[config.mk]
export PLATFORM = sky130hd
export DESIGN_NAME = mxu_unpacker
export DESIGN_NICKNAME = d
export VERILOG_FILES = /design/src/rtl/mxu_pkg.sv /design/src/rtl/mxu_word_hold.sv /design/src/rtl/mxu_walker.sv /design/src/rtl/mxu_unpacker.sv
export SDC_FILE = /design/constraint.sdc
export NUM_CORES = 1
export LEC_CHECK = 0
export ABC_CLOCK_PERIOD_IN_PS = 7300
export BUFFER_PORTS_ARGS = -buffer_cell sky130_fd_sc_hd__clkbuf_2
export CAP_MARGIN = 20
export CORE_UTILIZATION = 57
export CTS_CLUSTER_DIAMETER = 150
export DETAILED_ROUTE_END_ITERATION = 7
export PLACE_DENSITY = 0.81
export SLEW_MARGIN = 15
export SYNTH_ARGS = -nofsm -noshare
export SYNTH_HDL_FRONTEND = slang
export SYNTH_SLANG_ARGS = --single-unit
export TNS_END_PERCENT = 10
[constraint.sdc]
create_clock -name clk -period 7.3 [get_ports clk]
set_clock_uncertainty 0.15 [all_clocks]
set_input_delay 0.73 -clock clk [delete_from_list [all_inputs] [get_ports clk]]
set_output_delay 0.73 -clock clk [all_outputs]
set_load 0.03 [all_outputs]
[src/rtl/mxu_pkg.sv]
package mxu_pkg;

  typedef enum logic [1:0] {
    PK_LINEAR = 2'd0,
    PK_W8     = 2'd1,
    PK_W16    = 2'd2,
    PK_W32    = 2'd3
  } pack_e;

  // log2 of the tile width for a tiled packing code
  function automatic logic [2:0] tile_w_log2(input pack_e m);
    case (m)
      PK_W8:   return 3'd3;
      PK_W16:  return 3'd4;
      default: return 3'd5;
    endcase
  endfunction

  // colour chosen for one bitmap bit
  function automatic logic [31:0] expand_bit(input logic b, input logic mask,
                                             input logic [31:0] fg,
                                             input logic [31:0] bg);
    if (mask) return 32'h0;
    return b ? fg : bg;
  endfunction

endpackage

[src/rtl/mxu_word_hold.sv]
module mxu_word_hold (
  input  logic        clk,
  input  logic        rst_n,
  input  logic        busy,
  input  logic        in_valid,
  input  logic [31:0] in_data,
  input  logic        consume,
  output logic        in_ready,
  output logic [31:0] word,
  output logic        word_vld
);

  logic take;

  assign in_ready = busy && !word_vld;
  assign take     = in_valid && in_ready;

  always_ff @(posedge clk) begin
    if (!rst_n) begin
      word     <= '0;
      word_vld <= 1'b0;
    end else if (take) begin
      word     <= in_data;
      word_vld <= 1'b1;
    end else if (consume) begin
      word_vld <= 1'b0;
    end
  end

endmodule

[src/rtl/mxu_walker.sv]
module mxu_walker
  import mxu_pkg::*;
#(
  parameter int COORD_W = 12
) (
  input  logic               clk,
  input  logic               rst_n,
  input  logic               load,
  input  logic               step,
  input  pack_e              mode,
  input  logic [COORD_W-1:0] rect_w,
  input  logic [COORD_W-1:0] rect_h,
  output logic [4:0]         bit_idx,
  output logic [COORD_W:0]   pos_x,
  output logic [COORD_W:0]   pos_y,
  output logic               in_range,
  output logic               last_pix
);

  localparam int XW = COORD_W + 1;

  logic [XW-1:0] tile_x, band_y, lin_x, lin_y;
  logic [XW-1:0] w_ext, h_ext, tile_x_nxt;
  logic [2:0]    lg;
  logic [5:0]    tw, th;
  logic [4:0]    col, row;
  logic          linear;

  always_comb begin
    linear     = (mode == PK_LINEAR);
    lg         = tile_w_log2(mode);
    tw         = 6'd1 << lg;
    th         = 6'd32 >> lg;
    col        = bit_idx & (tw[4:0] - 5'd1);
    row        = bit_idx >> lg;
    w_ext      = {1'b0, rect_w};
    h_ext      = {1'b0, rect_h};
    pos_x      = linear ? lin_x : tile_x + XW'(col);
    pos_y      = linear ? lin_y : band_y + XW'(row);
    in_range   = (pos_x < w_ext) && (pos_y < h_ext);
    last_pix   = (pos_x == w_ext - 1'b1) && (pos_y == h_ext - 1'b1);
    tile_x_nxt = tile_x + XW'(tw);
  end

  always_ff @(posedge clk) begin
    if (!rst_n || load) begin
      bit_idx <= '0;
      tile_x  <= '0;
      band_y  <= '0;
      lin_x   <= '0;
      lin_y   <= '0;
    end else if (step) begin
      bit_idx <= bit_idx + 5'd1;
      if (linear) begin
        if (lin_x == w_ext - 1'b1) begin
          lin_x <= '0;
          lin_y <= lin_y + 1'b1;
        end else begin
          lin_x <= lin_x + 1'b1;
        end
      end else if (bit_idx == 5'd31) begin
        if (tile_x_nxt >= w_ext) begin
          tile_x <= '0;
          band_y <= band_y + XW'(th);
        end else begin
          tile_x <= tile_x_nxt;
        end
      end
    end
  end

  // in linear mode every walked position is inside the rectangle
  a_r4_linear_in_rect: assert property (@(posedge clk) disable iff (!rst_n)
    linear && step |-> in_range);

endmodule

[src/rtl/mxu_unpacker.sv]
module mxu_unpacker
  import mxu_pkg::*;
#(
  parameter int COORD_W = 12
) (
  input  logic               clk,
  input  logic               rst_n,
  input  logic               start,
  input  logic [1:0]         pack_mode,
  input  logic               mask_mode,
  input  logic [COORD_W-1:0] rect_w,
  input  logic [COORD_W-1:0] rect_h,
  input  logic [31:0]        fg_color,
  input  logic [31:0]        bg_color,
  input  logic               in_valid,
  output logic               in_ready,
  input  logic [31:0]        in_data,
  output logic               out_valid,
  input  logic               out_ready,
  output logic [31:0]        out_color,
  output logic               out_bit,
  output logic [COORD_W-1:0] out_x,
  output logic [COORD_W-1:0] out_y,
  output logic               done
);

  logic               busy, mask_q, done_q;
  pack_e              mode_q;
  logic [COORD_W-1:0] w_q, h_q;

  logic        start_ok, step, fire, finish, consume;
  logic [31:0] word;
  logic        word_vld;
  logic [4:0]  bit_idx;
  logic [COORD_W:0] pos_x, pos_y;
  logic        in_range, last_pix;

  assign start_ok = start && !busy && (rect_w != '0) && (rect_h != '0);

  mxu_word_hold u_hold (
    .clk      (clk),
    .rst_n    (rst_n),
    .busy     (busy),
    .in_valid (in_valid),
    .in_data  (in_data),
    .consume  (consume),
    .in_ready (in_ready),
    .word     (word),
    .word_vld (word_vld)
  );

  mxu_walker #(.COORD_W(COORD_W)) u_walk (
    .clk      (clk),
    .rst_n    (rst_n),
    .load     (start_ok),
    .step     (step),
    .mode     (mode_q),
    .rect_w   (w_q),
    .rect_h   (h_q),
    .bit_idx  (bit_idx),
    .pos_x    (pos_x),
    .pos_y    (pos_y),
    .in_range (in_range),
    .last_pix (last_pix)
  );

  // named internal events
  assign out_valid = busy && word_vld && in_range;
  assign step      = busy && word_vld && (!in_range || out_ready);
  assign fire      = out_valid && out_ready;
  assign finish    = fire && last_pix;
  assign consume   = step && ((bit_idx == 5'd31) || finish);

  assign out_bit   = word[bit_idx];
  assign out_color = expand_bit(out_bit, mask_q, fg_color, bg_color);
  assign out_x     = pos_x[COORD_W-1:0];
  assign out_y     = pos_y[COORD_W-1:0];
  assign done      = done_q;

  always_ff @(posedge clk) begin
    if (!rst_n) begin
      busy   <= 1'b0;
      mask_q <= 1'b0;
      mode_q <= PK_LINEAR;
      w_q    <= '0;
      h_q    <= '0;
      done_q <= 1'b0;
    end else begin
      done_q <= finish;
      if (start_ok) begin
        busy   <= 1'b1;
        mask_q <= mask_mode;
        mode_q <= pack_e'(pack_mode);
        w_q    <= rect_w;
        h_q    <= rect_h;
      end else if (finish) begin
        busy <= 1'b0;
      end
    end
  end

  // emitted positions stay inside the latched rectangle
  a_r5_in_rect: assert property (@(posedge clk) disable iff (!rst_n)
    out_valid |-> (out_x < w_q) && (out_y < h_q));

  // a stalled pixel holds
  a_r8_hold: assert property (@(posedge clk) disable iff (!rst_n)
    out_valid && !out_ready |=> out_valid && $stable(out_x) && $stable(out_y)
                                && $stable(out_bit) && $stable(out_color));

  // word intake and pixel output never overlap
  a_r9_no_overlap: assert property (@(posedge clk) disable iff (!rst_n)
    in_ready |-> !out_valid);

  // done is a single-cycle pulse after which the block is idle
  a_r10_done_pulse: assert property (@(posedge clk) disable iff (!rst_n)
    done |-> !busy ##1 !done);

  // a run only begins from a start pulse
  a_r2_start_only: assert property (@(posedge clk) disable iff (!rst_n)
    $rose(busy) |-> $past(start));

endmodule

==> key figures <==
Outcome
  • Status: complete, no violations

Synth
  • Syn_area_per_cell: 7.91 um^2
  • Ys async rst share: 0%
  • Synth Warn #: 0
  • Top_reg_cell synth: dfxtp_1
  • Largest area contributor in the synthesized netlist: dfxtp_1
  • Synth top area share: 25.5%
  • Yosys reg bits: 119
  • Post-synthesis sequential area ratio: 25.5%
  • Largest cells by area after synthesis: dfxtp_1 (25%), ha_1 (9.2%), mux2i_1 (7.6%)
  • Synth Cell Area: 9340 um^2
  • Synth unique cells: 77
  • Synthesized Nets: 1382
  • Syn Inst Count: 1181
  • EDFF count, synth: 0

STA
  • Fin crit share: 87.2%
  • Min Hold Slack: 0.303 ns
  • Final worst path period need: 6.37 ns
  • Max-slew headroom: 28.2%
  • Final setup viols: 0
  • Unrepaired setup endpoints after global routing: no
  • Final slew viol count: 0
  • Fmax: 157 MHz
  • Sum of negative setup slack: 0 ns
  • Final Hold Viols: 0
  • Worst Tran Pin Value: 1.08 ns

CTS
  • Clk Latency, worst-skew pair: 0.42 ns
  • Htree depth: 4
  • Clk root buf: clkbuf_16
  • Maximum root-to-sink buffer count: 2
  • CTS resizes: 0
  • Total clock sinks: 119
  • CTS tree: done
  • CTS buffer count: 17
  • Hold_buf cts: 0
  • Post-CTS setup repair buffer count: 0
  • Clock transition at path regs: 0.07 ns

Placed design
  • Buffers on Ports: 187
  • Post-DP HPWL: 19500 um
  • Gpl congestion: 0.955

GRT
  • Pin count of the biggest net entering global routing: 63
  • Vias in the first global route: 8058
  • Overflow after GRT: 0
  • Global-route wire length before repair: 39900 um
  • Total track usage: 30.2%
  • Initial antenna violation count: 0

Detailed routing
  • Iteration-0 DRC Markers: 688
  • Total wire length: 25800 um
  • Routed vias: 9022
  • ANT nets after route: 0
  • Vias per inst: 5.79
  • Drc violations: 0
  • DRT Pass-1 Iters: 5
  • Wirelength per Cell: 16.5 um

Floorplan
  • Cell Rows: 46
  • Initial Utilization: 58.6%
  • Ports: 188
  • Core outline area: 15900 um^2
  • Die area: 16900 um^2
  • Die Y: 130 um
  • Die X: 130 um

Power
  • Total power draw: 2120 uW
  • Maximum vdd drop: 0.000172 V
  • PwrDens: 192 nW/um^2
  • Lkg Pwr: 0.00490 uW

Layout
  • Area grow syn2layout: 17.9%
  • Net count, final: 1530
  • Diode count: 0
  • Most common cell after layout, fill and taps aside: clkbuf_2
  • Share of cells above drive strength 1: 19.4%
  • Fillers: 1352
  • Most frequent cells in the layout: clkbuf_2 (187), nor2_1 (141), nand2_1 (128), dfxtp_1 (119), a21oi_1 (79)

Setup path
  • R2R depth: 20
  • Worst path required time: 6.42 ns
  • Worst setup SP type: flip-flop
  • Crit path arrival time: 5.49 ns
  • Critical R2R Launch: mode_q[0]
  • Critical Setup Path Class: reg -> out
  • CP Capture Type: primary output
  • Crit-path max FO: 7
  • RR Endpoint: u_walk.lin_x[6]
  • Flop2flop setup slack: 0.95 ns

Worst hold path
  • Worst Hold Path EP: u_hold.word[21]
  • Hold depth: 2
  • Worst min path class: reg -> reg
  • HP Start: u_hold.word[21]

Job
  • MaxCap Viol Count: 0
-- flip-flops by register name (all words and copies together), names as in the netlist --
signal and cells:
u_walk.bit_idx 5, u_walk.lin_x 13, w_q 12, mode_q 2
u_walk.band_y 13, done 1, u_hold.word_vld 1, h_q 12
mask_q 1, u_walk.tile_x 13, u_walk.lin_y 13, u_hold.word 32
busy 1
-- worst max-delay path, stage by stage, from the launching register on --
cell	delay, ns
dfxtp_1	0.34
inv_1	0.11
ha_1	0.35
mux2_2	0.39
nand3_1	0.08
o21ai_0	0.09
ha_1	0.23
fa_1	0.42
a211oi_1	0.50
o21bai_1	0.22
nor4b_1	0.19
o31ai_1	0.44
inv_1	0.15
ha_1	0.32
a2111oi_0	0.40
a21oi_1	0.19
nor4_4	0.36
clkbuf_2	0.26
-- Yosys cell counts (4+ instances only) --
cell type	number
xnor3_1	6
nor4_1	19
o21a_1	5
a21boi_0	5
nand4_1	14
or3_1	18
and3_1	10
buf_1	6
xor2_1	15
a31oi_1	6
and2_1	5
nand2_1	129
nand2b_1	15
inv_1	58
xnor2_1	65
a21oi_1	79
ha_1	69
a211oi_1	8
nor2b_1	19
nor4b_1	7
clkbuf_1	46
nand3_1	42
o31ai_1	6
nor3b_1	5
o211ai_1	5
o21ai_0	36
fa_1	4
nand3b_1	4
mux4_2	10
nor3_1	35
mux2i_1	71
a21o_1	8
mux2_2	6
dfxtp_1	119
buf_2	12
or4_1	11
nor2_1	141
-- metrics by stage --
step / util [%] / instance area [um^2] / std cells / setup WS, ns
detailed placement: 64.8 / 10300 / 1523 / 1.09
global placement: 64.8 / 10300 / 1523 / 1.33
CTS: 68.7 / 11000 / 1555 / 0.957
finish: 69.1 / 11000 / 1558 / 0.933
floorplan: - / 9340 / 1181 / 1.72
global route: 69.1 / 11000 / 1558 / 0.569
-- worst max-delay path by stage --
stage | end | slack, ns | start
2_1_floorplan | u_walk.band_y[0] | 1.72 | mode_q[0]
3_3_place_gp | u_walk.band_y[5] | 1.33 | mode_q[0]
3_5_place_dp | u_walk.lin_x[4] | 1.09 | mode_q[0]
4_1_cts | out_valid | 0.96 | mode_q[0]
5_1_grt | u_walk.lin_x[6] | 0.57 | mode_q[0]
6_report | out_valid | 0.93 | mode_q[0]
-- power by group --
group / total [uW] / internal, uW / switching, uW
logic: 526 / 205 / 321
registers: 701 / 674 / 27.2
clock network: 891 / 561 / 330
-- routing by layer --
layer	up-vias	global-route usage (%)	routed length [um]
li1	4472	-	-
met1	4264	40.6	11500
met2	245	49.2	12500
met3	41	5.04	1190
met4	0	10.1	542
met5	-	0	0
-- layout make-up --
cell class | instances | area (um^2) | share of cell area [%]
clock buffers | 20 | 457 | 4.15
clock inverters | 12 | 168 | 1.52
inverters | 59 | 221 | 2.01
multi-input cells | 935 | 6470 | 58.7
flip-flops and latches | 119 | 2380 | 21.6
well taps | 216 | 270 | 2.45
repair buffers | 197 | 1050 | 9.51
-- cell families (layout without fill, tap and decap cells) --
family / Yosys count / after routing / synth area share (%)
DFF: 119 / 119 / 25.5
buffers and inverters: 127 / 288 / 5.44
xor gates and xnor gates: 86 / 86 / 8.95
AOI/OAI and AO/OA: 197 / 197 / 13.5
adders and majority gates: 73 / 73 / 10.1
and+or+nand+nor: 492 / 492 / 25.8
muxes: 87 / 87 / 10.7
Note: power is estimated with default switching activity, not from simulation.
